$ cat src/rtl/i2c_rs_pkg.sv
package i2c_rs_pkg;
  typedef enum logic [3:0] {
    ST_IDLE,
    ST_ADDR,
    ST_AACK,
    ST_MAP,
    ST_MACK,
    ST_WDATA,
    ST_WACK,
    ST_RDATA,
    ST_RACK
  } slv_state_e;
endpackage

$ cat src/rtl/i2c_rs_sync.sv
module i2c_rs_sync #(
  parameter int STAGES = 2
) (
  input  logic clk,
  input  logic rst_n,
  input  logic d,
  output logic q,
  output logic rise,
  output logic fall
);
  logic [STAGES-1:0] chain;
  logic              prev;

  // bus lines idle high, so every stage resets to 1
  always_ff @(posedge clk or negedge rst_n) begin
    if (!rst_n) begin
      chain <= '1;
      prev  <= 1'b1;
    end else begin
      chain <= {chain[STAGES-2:0], d};
      prev  <= chain[STAGES-1];
    end
  end

  assign q    = chain[STAGES-1];
  assign rise = q & ~prev;
  assign fall = ~q & prev;
endmodule

$ cat src/rtl/i2c_rs_regbank.sv
module i2c_rs_regbank #(
  parameter int NREG = 8,
  parameter int DW   = 8,
  localparam int IDXW = $clog2(NREG)
) (
  input  logic            clk,
  input  logic            rst_n,
  input  logic            we,
  input  logic [IDXW-1:0] waddr,
  input  logic [DW-1:0]   wdata,
  input  logic [IDXW-1:0] raddr,
  output logic [DW-1:0]   rdata
);
  logic [DW-1:0] regs [NREG];

  for (genvar g = 0; g < NREG; g++) begin : g_reg
    always_ff @(posedge clk or negedge rst_n) begin
      if (!rst_n)
        regs[g] <= '0;
      else if (we && waddr == IDXW'(g))
        regs[g] <= wdata;
    end
  end

  assign rdata = regs[raddr];
endmodule

$ cat src/rtl/i2c_rs_fsm.sv
module i2c_rs_fsm
  import i2c_rs_pkg::*;
#(
  parameter int DW   = 8,
  parameter int SELW = 2,
  parameter int IDXW = 3,
  parameter logic [DW-2-SELW:0] PREFIX = 5'b00100,
  localparam int CW = $clog2(DW + 1)
) (
  input  logic            clk,
  input  logic            rst_n,
  input  logic            scl,
  input  logic            scl_rise,
  input  logic            scl_fall,
  input  logic            sda,
  input  logic            start_ev,
  input  logic            stop_ev,
  input  logic [SELW-1:0] addr_sel,
  input  logic [DW-1:0]   rdata,
  output logic            sda_oe,
  output logic            we,
  output logic [IDXW-1:0] ptr,
  output logic [DW-1:0]   wdata
);
  slv_state_e    state;
  logic [CW-1:0] bitcnt;
  logic [DW-1:0] shreg;
  logic [DW-1:0] rdsh;
  logic          rw;
  logic          inc;
  logic          byte_full;
  logic          addr_hit;

  assign byte_full = (bitcnt == CW'(DW));
  assign addr_hit  = (shreg[DW-1:1] == {PREFIX, addr_sel});
  assign we        = scl_fall && (state == ST_WDATA) && byte_full;
  assign wdata     = shreg;

  always_ff @(posedge clk or negedge rst_n) begin
    if (!rst_n) begin
      state  <= ST_IDLE;
      bitcnt <= '0;
      shreg  <= '0;
      rdsh   <= '0;
      rw     <= 1'b0;
      inc    <= 1'b0;
      ptr    <= '0;
      sda_oe <= 1'b0;
    end else if (start_ev) begin
      state  <= ST_ADDR;
      bitcnt <= '0;
      sda_oe <= 1'b0;
    end else if (stop_ev) begin
      state  <= ST_IDLE;
      bitcnt <= '0;
      sda_oe <= 1'b0;
    end else if (scl_rise) begin
      case (state)
        ST_ADDR, ST_MAP, ST_WDATA: begin
          shreg  <= {shreg[DW-2:0], sda};
          bitcnt <= bitcnt + 1'b1;
        end
        ST_RACK: begin
          if (!sda) begin
            if (inc) ptr <= ptr + 1'b1;
          end else begin
            state <= ST_IDLE;
          end
        end
        default: ;
      endcase
    end else if (scl_fall) begin
      case (state)
        ST_ADDR: begin
          if (byte_full) begin
            if (addr_hit) begin
              rw     <= shreg[0];
              sda_oe <= 1'b1;
              state  <= ST_AACK;
            end else begin
              state  <= ST_IDLE;
            end
          end
        end
        ST_AACK: begin
          if (rw) begin
            rdsh   <= rdata;
            sda_oe <= ~rdata[DW-1];
            bitcnt <= CW'(1);
            state  <= ST_RDATA;
          end else begin
            sda_oe <= 1'b0;
            bitcnt <= '0;
            state  <= ST_MAP;
          end
        end
        ST_MAP: begin
          if (byte_full) begin
            ptr    <= shreg[IDXW-1:0];
            inc    <= shreg[DW-1];
            sda_oe <= 1'b1;
            state  <= ST_MACK;
          end
        end
        ST_MACK: begin
          sda_oe <= 1'b0;
          bitcnt <= '0;
          state  <= ST_WDATA;
        end
        ST_WDATA: begin
          if (byte_full) begin
            sda_oe <= 1'b1;
            state  <= ST_WACK;
          end
        end
        ST_WACK: begin
          sda_oe <= 1'b0;
          bitcnt <= '0;
          if (inc) ptr <= ptr + 1'b1;
          state  <= ST_WDATA;
        end
        ST_RDATA: begin
          if (byte_full) begin
            sda_oe <= 1'b0;
            state  <= ST_RACK;
          end else begin
            sda_oe <= ~rdsh[DW-2];
            rdsh   <= {rdsh[DW-2:0], 1'b0};
            bitcnt <= bitcnt + 1'b1;
          end
        end
        ST_RACK: begin
          rdsh   <= rdata;
          sda_oe <= ~rdata[DW-1];
          bitcnt <= CW'(1);
          state  <= ST_RDATA;
        end
        default: ;
      endcase
    end
  end


  oe_rise_low_chk: assert property (@(posedge clk) disable iff (!rst_n)
    $rose(sda_oe) |-> !scl);


  oe_fall_low_chk: assert property (@(posedge clk) disable iff (!rst_n)
    $fell(sda_oe) |-> (!scl || $past(start_ev || stop_ev)));


  idle_release_chk: assert property (@(posedge clk) disable iff (!rst_n)
    (state == ST_IDLE) |-> !sda_oe);


  ack_drive_chk: assert property (@(posedge clk) disable iff (!rst_n)
    (state == ST_AACK || state == ST_MACK || state == ST_WACK) |-> sda_oe);


  master_ack_slot_chk: assert property (@(posedge clk) disable iff (!rst_n)
    (state == ST_RACK) |-> !sda_oe);


  ptr_quiet_chk: assert property (@(posedge clk) disable iff (!rst_n)
    !(scl_rise || scl_fall) |=> $stable(ptr));


  bitcnt_range_chk: assert property (@(posedge clk) disable iff (!rst_n)
    bitcnt <= CW'(DW));
endmodule

$ cat src/rtl/i2c_regslave.sv
module i2c_regslave #(
  parameter int NREG   = 8,
  parameter int DW     = 8,
  parameter int SELW   = 2,
  parameter int SYNC   = 2,
  parameter logic [DW-2-SELW:0] PREFIX = 5'b00100,
  localparam int IDXW = $clog2(NREG)
) (
  input  logic            clk,
  input  logic            rst_n,
  input  logic [SELW-1:0] addr_sel,
  input  logic            scl_i,
  input  logic            sda_i,
  output logic            sda_oe
);
  logic            scl_s, scl_rise, scl_fall;
  logic            sda_s, sda_rise, sda_fall;
  logic            start_ev, stop_ev;
  logic            we;
  logic [IDXW-1:0] ptr;
  logic [DW-1:0]   wdata, rdata;

  i2c_rs_sync #(.STAGES(SYNC)) u_scl_sync (
    .clk(clk), .rst_n(rst_n), .d(scl_i),
    .q(scl_s), .rise(scl_rise), .fall(scl_fall)
  );

  i2c_rs_sync #(.STAGES(SYNC)) u_sda_sync (
    .clk(clk), .rst_n(rst_n), .d(sda_i),
    .q(sda_s), .rise(sda_rise), .fall(sda_fall)
  );

  // data edges while the clock is high are bus conditions, not data
  assign start_ev = sda_fall & scl_s;
  assign stop_ev  = sda_rise & scl_s;

  i2c_rs_fsm #(
    .DW(DW), .SELW(SELW), .IDXW(IDXW), .PREFIX(PREFIX)
  ) u_fsm (
    .clk(clk), .rst_n(rst_n),
    .scl(scl_s), .scl_rise(scl_rise), .scl_fall(scl_fall),
    .sda(sda_s), .start_ev(start_ev), .stop_ev(stop_ev),
    .addr_sel(addr_sel), .rdata(rdata),
    .sda_oe(sda_oe), .we(we), .ptr(ptr), .wdata(wdata)
  );

  i2c_rs_regbank #(.NREG(NREG), .DW(DW)) u_bank (
    .clk(clk), .rst_n(rst_n),
    .we(we), .waddr(ptr), .wdata(wdata),
    .raddr(ptr), .rdata(rdata)
  );


  cond_exclusive_chk: assert property (@(posedge clk) disable iff (!rst_n)
    !(start_ev && stop_ev));
endmodule

$ cat config.mk
export PLATFORM = sky130hd
export DESIGN_NAME = i2c_regslave
export DESIGN_NICKNAME = d
export VERILOG_FILES = /design/src/rtl/i2c_rs_pkg.sv /design/src/rtl/i2c_rs_sync.sv /design/src/rtl/i2c_rs_regbank.sv /design/src/rtl/i2c_rs_fsm.sv /design/src/rtl/i2c_regslave.sv
export SDC_FILE = /design/constraint.sdc
export NUM_CORES = 1
export LEC_CHECK = 0
export ABC_AREA = 0
export BUFFER_PORTS_ARGS = -buffer_cell sky130_fd_sc_hd__buf_2
export CAP_MARGIN = 20
export CORE_MARGIN = 10
export CORE_UTILIZATION = 45
export DETAILED_ROUTE_END_ITERATION = 6
export GPL_TIMING_DRIVEN = 0
export SETUP_SLACK_MARGIN = 0.15
export SLEW_MARGIN = 25
export SYNTH_ARGS = -nofsm -noshare
export SYNTH_HDL_FRONTEND = slang
export SYNTH_SLANG_ARGS = --single-unit
$ cat constraint.sdc
create_clock -name clk -period 2.9 [get_ports clk]
set_clock_uncertainty 0.15 [all_clocks]
set_input_delay 0.58 -clock clk [delete_from_list [all_inputs] [get_ports clk]]
set_output_delay 0.58 -clock clk [all_outputs]
set_load 0.005 [all_outputs]
==> results.json, run 1 <==
{
  "grt_max_degree": 72,
  "floorplan.die.width_um": 124,
  "hold_viol": 0,
  "final_critical_delay_including_setup_and_external_delays_ps": 2600,
  "leakagePower_nw": 2.45,
  "postCtsSetupBuffers": 0,
  "setup_tns_ps": 0,
  "clock_tree.buffer_depth": 2,
  "drv_cap": 0,
  "n_fill_cell": 958,
  "maxClockFrequency_ghz": 0.385,
  "mux_share_of_post_synthesis_cell_area_pct": 24.2,
  "setup-violations-final": 0,
  "worst-r2r-setup-slack_ps": 300,
  "post_synth_and_or_nand_nor_area_fraction_pct": 10.5,
  "routedWlPerCell_um": 19.0,
  "synth_area_in_adders_pct": 2.55,
  "worst-path-max-fanout": 9,
  "clk-insertion-delay-late_ps": 380,
  "cts_root_buffer": "clkbuf_8",
  "height_of_the_chip_um": 124,
  "run_status": "finished clean",
  "min-delay-path-class": "input pin to register",
  "crit_required_ps": 3010,
  "total_number_of_placement_rows": 38,
  "critical_path.cell_chain": "ha_1, nand4b_1, nor4_4, nand3_1, mux2_2",
  "synth-seq-area-share_pct": 50.7,
  "synth_xor_xnor_area_share_pct": 0.715,
  "grtUsageTotal_pct": 14.2,
  "place.detailed.hpwl_um": 7420,
  "syn_inst": 401,
  "hold_path_startpoint": "sda_i",
  "antenna_found_initial": 0,
  "vias": 3263,
  "depth_of_the_worst_register_to_register_path": 5,
  "synth_top_area_share_pct": 47.5,
  "clock_tree.htree_level_count": 3,
  "hold_ws_ps": 144,
  "synth_fp_nets": 417,
  "synth-main-ff-cell": "dfrtp_1",
  "timing.slew.headroom_pct": 48.6,
  "initial_utilization_pct": 45.6,
  "initialDrtViolationCount": 212,
  "synth_edf_count": 0,
  "postSynth.asyncResetShare_pct": 100,
  "synth.ff_latch_count": 99,
  "period_share_pct": 89.6,
  "critical_path.reg2reg.endpoint": "u_bank.regs[11]",
  "worst_hold_path.endpoint": "u_sda_sync.chain[0]",
  "overflow": 0,
  "cp-end-kind": "register",
  "syn-cell-area_mm2": 0.00490,
  "ys_types": 55,
  "post_synth_main_area_contributors": "dfrtp_1 47%, mux2_2 10%, mux4_2 6.9%",
  "cpPeakStageDelay_ps": 540,
  "p_total_mw": 2.65,
  "area_delta_synth_final_pct": 8.86,
  "final_net_count": 436,
  "synthMostInstantiatedCell": "dfrtp_1",
  "grt_setup_unrepaired": "false",
  "synth_top_family_by_area": "multiplexers",
  "io_pins": 7,
  "finalMaxSlewViolations": 0,
  "finalWeightedCongestion": 0.846,
  "buffer_ports.inserted": 6,
  "maximum_resistive_drop_on_vdd_v": 0.000298,
  "clock_sinks": 99,
  "drcViolationCount": 0,
  "timing.critical_path.slowest_stage_cell": "dfstp_2",
  "wire_length_reported_by_the_detailed_router_um": 10700,
  "core_region_area_mm2": 0.0107,
  "synth_top_area_cell": "dfrtp_1",
  "wire_length_of_the_first_global_routing_pass_um": 17900,
  "p_per_cell_area_mw_per_mm2": 497,
  "type_of_the_setup_path_with_the_least_slack": "register to register",
  "tritoncts.num_buffers": 9,
  "min_delay_path_depth": 1,
  "clk_transition_reported_paths_ps": 90,
  "critical_path_arrival_ps": 2710,
  "n_antenna_cell": 0,
  "fraction_of_the_mapped_netlist_area_in_compound_gates_pct": 8.73,
  "tritoncts": "yes",
  "first_global_vias": 3229,
  "critical_path.startpoint_type": "register",
  "synth-warning-count": 0,
  "avg_synthesized_cell_area_um2": 12.2,
  "leading_post_synthesis_cells_by_instance_count": "93 x dfrtp_1, 44 x mux2_2, 37 x nand2_1, 30 x o21ai_0, 25 x mux2_1",
  "final_antenna_net_count": 0,
  "r2r_start": "u_scl_sync.prev",
  "die_area_mm2": 0.0155,
  "post_drt_via_cell_ratio": 5.78,
  "fraction_of_layout_instances_using_a_drive_strength_above_1_pct": 23.8,
  "worst_slew_pin_slew_ps": 768,
  "detail_route.first_pass.iterations": 7
}
how the worst max path moves through the flow:
stage,cells after the start,from,end,slack [ps]
2_1_floorplan,6,u_scl_sync.chain[1],u_fsm.ptr[0],730
3_3_place_gp,1,rst_n,u_bank.regs[46],60
3_5_place_dp,5,u_scl_sync.prev,u_bank.regs[18],300
4_1_cts,5,u_scl_sync.prev,u_bank.regs[18],290
5_1_grt,5,u_scl_sync.prev,u_bank.regs[10],130
6_report,5,u_scl_sync.prev,u_bank.regs[11],300
flip-flops by register name, indices dropped and copies added, names as in the netlist:
register          count
u_fsm.rdsh            7
u_scl_sync.prev       1
u_fsm.ptr             3
u_fsm.inc             1
u_sda_sync.chain      2
u_fsm.state           4
u_scl_sync.chain      2
u_fsm.sda_oe          1
u_fsm.wdata           8
u_sda_sync.prev       1
u_fsm.rw              1
u_bank.regs          64
u_fsm.bitcnt          4
critical path, delay by kind of cell (launching register included):
family                     cells  cell delay (ps)
adders and majority gates      1              200
DFF                            1              540
muxes                          1              440
and+or+nand+nor                3             1150
per-layer routing:
metal / part of all wire [%] / track usage (%) / wire (µm)
met5: 0 / 0 / 0
met4: 1.4 / 5.48 / 148
met3: 3.6 / 2.43 / 387
met2: 49 / 22.2 / 5240
met1: 46 / 19.1 / 4970
layout make-up:
class                      count  area (µm²)  share of cell area [%]
clock inverter                 3        21.3                   0.399
buffer                        22        88.8                    1.67
tap                          140         175                    3.28
inverter                      11        41.3                   0.774
sequential                    99        2480                    46.6
multi-input combinational    269        2290                    42.9
clock buffer                  13         159                    2.98
timing repair buffer           8        73.8                    1.38
through the flow:
| step | setup WS [ps] | cell area, µm² | cells | util, % |
|---|---|---|---|---|
| 4_1_cts | 287 | 5330 | 565 | 49.6 |
| 3_5_place_dp | 303 | 5140 | 548 | 47.8 |
| 3_3_place_gp | 56.7 | 5110 | 547 | 47.5 |
| 6_report | 303 | 5340 | 565 | 49.7 |
| 5_1_grt | 132 | 5340 | 565 | 49.7 |
| 2_1_floorplan | 733 | 4900 | 401 | - |
where the power goes:
group          total, mW  switching (mW)  internal, mW
clock network      0.849           0.487         0.362
registers           1.45          0.0344          1.41
logic              0.353           0.225         0.129
total               2.65           0.747          1.90
kinds of logic after synthesis:
group | after synthesis
DFF | 99
and+or+nand+nor | 96
muxes | 91
AOI/OAI and AO/OA | 68
buffers and inverters | 33
adders and majority gates | 10
xor gates and xnor gates | 4
what timing repair did:
action,CTS,global route
hold buffers,1,0
gates resized for setup,0,1
endpoints found under the setup margin,0,4
hold endpoints to repair,22,0
cells in the final DEF (no fill, tap or decap), drive strengths merged, types with 6 or more instances in the layout:
| cell type | synthesis | final |
|---|---|---|
| inv | 10 | 11 |
| dfstp | 6 | 6 |
| mux4 | 15 | 15 |
| mux2 | 69 | 69 |
| nor3 | 7 | 7 |
| nand2 | 40 | 40 |
| clkbuf | 16 | 29 |
| nor2 | 9 | 9 |
| mux2i | 7 | 7 |
| ha | 10 | 10 |
| o21ai | 31 | 31 |
| buf | 6 | 13 |
| nand3 | 11 | 11 |
| o211ai | 6 | 6 |
| dfrtp | 93 | 93 |
| a21oi | 11 | 11 |
Note: power is estimated with default switching activity, not from simulation.
==> run 2, diff against run 1 <==
Settings changed: ABC_AREA 0 to 1, PLACE_DENSITY set to 0.66, SLEW_MARGIN 25 to 40.
==> run 2 against run 1 <==
Effect of this change: non-clock buffer count up 3; critical endpoint is now u_bank.regs[14]; worst hold slack better by 18 ps; largest power group unchanged; power up 33%.
==> results.json, run 2 <==
{
  "tritoncts.num_buffers": 9,
  "setup-violations-final": 0,
  "final_critical_delay_including_setup_and_external_delays_ps": 2290,
  "wire_length_of_the_first_global_routing_pass_um": 21800,
  "drcViolationCount": 0,
  "setup_tns_ps": 0,
  "finalWeightedCongestion": 0.909,
  "placed_area_mm2": 0.00537,
  "postSynth.asyncResetShare_pct": 100,
  "p_comb_share_pct": 24.1,
  "buffer_ports.inserted": 6,
  "detail_route.first_pass.iterations": 5,
  "drv_cap": 0,
  "synth-seq-area-share_pct": 48.5,
  "tritoncts": "yes",
  "power.share.sequential_pct": 42.9,
  "run_status": "finished clean",
  "floorplan.die.width_um": 127,
  "clock_tree.htree_level_count": 3,
  "avg_synthesized_cell_area_um2": 8.27,
  "timing.critical_path.slowest_stage_cell": "buf_1",
  "postCtsSetupBuffers": 0,
  "wire_length_reported_by_the_detailed_router_um": 13000,
  "area_delta_synth_final_pct": 10.5,
  "syn_inst": 620,
  "netSwitchingPower_mw": 1.26,
  "core_region_area_mm2": 0.0110,
  "initialDrtViolationCount": 412,
  "intPower_mw": 2.28,
  "finalMaxSlewViolations": 0,
  "synth.ff_latch_count": 99,
  "final_antenna_net_count": 0,
  "final_common_cell": "nand2_1",
  "critical_path_arrival_ps": 2370,
  "post_drt_via_cell_ratio": 5.48,
  "maximum_resistive_drop_on_vdd_v": 0.000525,
  "synthMostInstantiatedCell": "nand2_1",
  "grtUsageTotal_pct": 16.8,
  "routedWlPerCell_um": 16.6,
  "synth_edf_count": 0,
  "critical_path.cell_chain": "buf_2, inv_1, buf_1, ha_1, nand3_4, buf_6, nand2_1, o21ai_2",
  "min-delay-path-class": "input pin to register",
  "antenna_found_initial": 0,
  "layout.cells.most_common_list": "163 x nand2_1, 93 x dfrtp_1, 71 x o21ai_0",
  "post_synth_main_area_contributors": "dfrtp_1 45%, nand2_1 12%, o21ai_0 6.9%",
  "ys_types": 35,
  "worst-path-max-fanout": 11,
  "type_of_the_setup_path_with_the_least_slack": "register to register",
  "p_per_cell_area_mw_per_mm2": 624,
  "synth-main-ff-cell": "dfrtp_1",
  "final_net_count": 655,
  "total_number_of_placement_rows": 38,
  "fraction_of_layout_instances_using_a_drive_strength_above_1_pct": 12.9,
  "timing.slew.headroom_pct": 62.0,
  "hold_ws_ps": 162,
  "grt_setup_unrepaired": "false",
  "clock_tree.buffer_depth": 2,
  "clock_sinks": 99,
  "leading_post_synthesis_cells_by_instance_count": "163 x nand2_1, 93 x dfrtp_1, 71 x o21ai_0, 70 x nor2_1, 44 x o21ai_1",
  "initial_utilization_pct": 46.7,
  "worst-r2r-setup-slack_ps": 610,
  "clk_transition_reported_paths_ps": 70,
  "postLayoutCellArea_mm2": 0.00566,
  "clkPwrFrac_pct": 33.0,
  "place.detailed.hpwl_um": 9240,
  "finalCoreUtilization_pct": 51.6,
  "n_antenna_cell": 0,
  "grt_max_degree": 54,
  "ctsResizeCount": 0,
  "register_bank_with_the_most_flops": "u_bank.regs",
  "first_global_vias": 4192,
  "crit_required_ps": 2990,
  "seqCellArea_mm2": 0.00248,
  "overflow": 0,
  "p_total_mw": 3.53,
  "synth_top_area_cell": "dfrtp_1",
  "maxClockFrequency_ghz": 0.437,
  "clk-insertion-delay-late_ps": 370,
  "height_of_the_chip_um": 127,
  "worst_slew_pin_slew_ps": 570,
  "synth_fp_nets": 636,
  "cts_root_buffer": "clkbuf_16",
  "area_taken_by_multi_input_logic_gates_mm2": 0.00233,
  "cp-end-kind": "register",
  "largest_register_ff_count": 64,
  "die_area_mm2": 0.0161,
  "io_pins": 7,
  "switching_share_pct": 35.6,
  "vias": 4298,
  "syn-cell-area_mm2": 0.00513,
  "synth-warning-count": 0,
  "cpPeakStageDelay_ps": 440,
  "hold_viol": 0,
  "critical_path.startpoint_type": "register",
  "synth_top_area_share_pct": 45.4,
  "period_share_pct": 78.9,
  "n_fill_cell": 1039,
  "leakagePower_nw": 2.70,
  "cts.hold.buffers_added": 1
}
## run 2: cell count changes in the layout (fill, tap and decap cells not counted), moves of 15 or more
cell     previous run  this run
o21ai_0            30        71
inv_1               9        31
nor2_1              9        70
mux4_2             15         0
nand2_1            37       163
o21ai_1             1        44
mux2_2             44         0
mux2_1             25         0
## run 2: routing by layer
| metal | track usage [%] | share of wire, % | vias up |
|---|---|---|---|
| li1 | - | - | 2089 |
| met1 | 22.9 | 48 | 2058 |
| met2 | 25.2 | 45 | 129 |
| met3 | 4.41 | 5.2 | 22 |
| met4 | 5.56 | 1.9 | 0 |
| met5 | 0 | 0 | - |
## run 2: critical path, delay by kind of cell (launching register included)
family	cells	cell delay [ps]
simple gates	2	230
compound gates	1	50
flops	1	410
fa+ha+maj	1	350
buf+inv	4	960
## run 2: cell families after synthesis
logic type,count (synthesis),share of synthesized area [%]
xor gates and xnor gates,3,0.513
DFF,99,48.5
and+or+nand+nor,291,25.9
AOI/OAI and AO/OA,155,16.7
buffers and inverters,62,6.00
adders and majority gates,10,2.44
## run 2: final cells by class
| type | count | area share [%] |
|---|---|---|
| plain buffers | 25 | 2.98 |
| clock buffers | 9 | 3.98 |
| clock inverters | 7 | 1.04 |
| inverters | 37 | 2.45 |
| multi-input cells | 459 | 41.2 |
| flip-flops and latches | 99 | 43.9 |
| well taps | 140 | 3.09 |
| repair buffers | 8 | 1.37 |
## run 2: power groups by stage
stage | Sequential [mW] | Combinational, mW | Clock, mW
6_report | 1.52 | 0.851 | 1.17
5_1_grt | 1.52 | 0.950 | 1.24
4_1_cts | 1.51 | 0.843 | 1.19
3_5_place_dp | 1.54 | 0.836 | 0
3_3_place_gp | 1.54 | 0.819 | 0
2_1_floorplan | 1.52 | 0.557 | 0
## run 2: worst paths after layout
kind | start | to | cells past startpoint
worst max-delay path | u_fsm.ptr[0] | u_bank.regs[14] | 8
worst min-delay path | sda_i | u_sda_sync.chain[0] | 1
worst max register to register | u_fsm.ptr[0] | u_bank.regs[14] | 8
worst min register to register | u_scl_sync.chain[0] | u_scl_sync.chain[1] | 0
max in group asynchronous | rst_n | u_scl_sync.chain[1] | 3
min in group asynchronous | rst_n | u_bank.regs[43] | 2
## run 2: metrics by stage
step	setup slack, ps	instances
floorplan	989	620
global placement	115	766
global route	471	784
CTS	611	784
detailed placement	626	767
finish	612	784
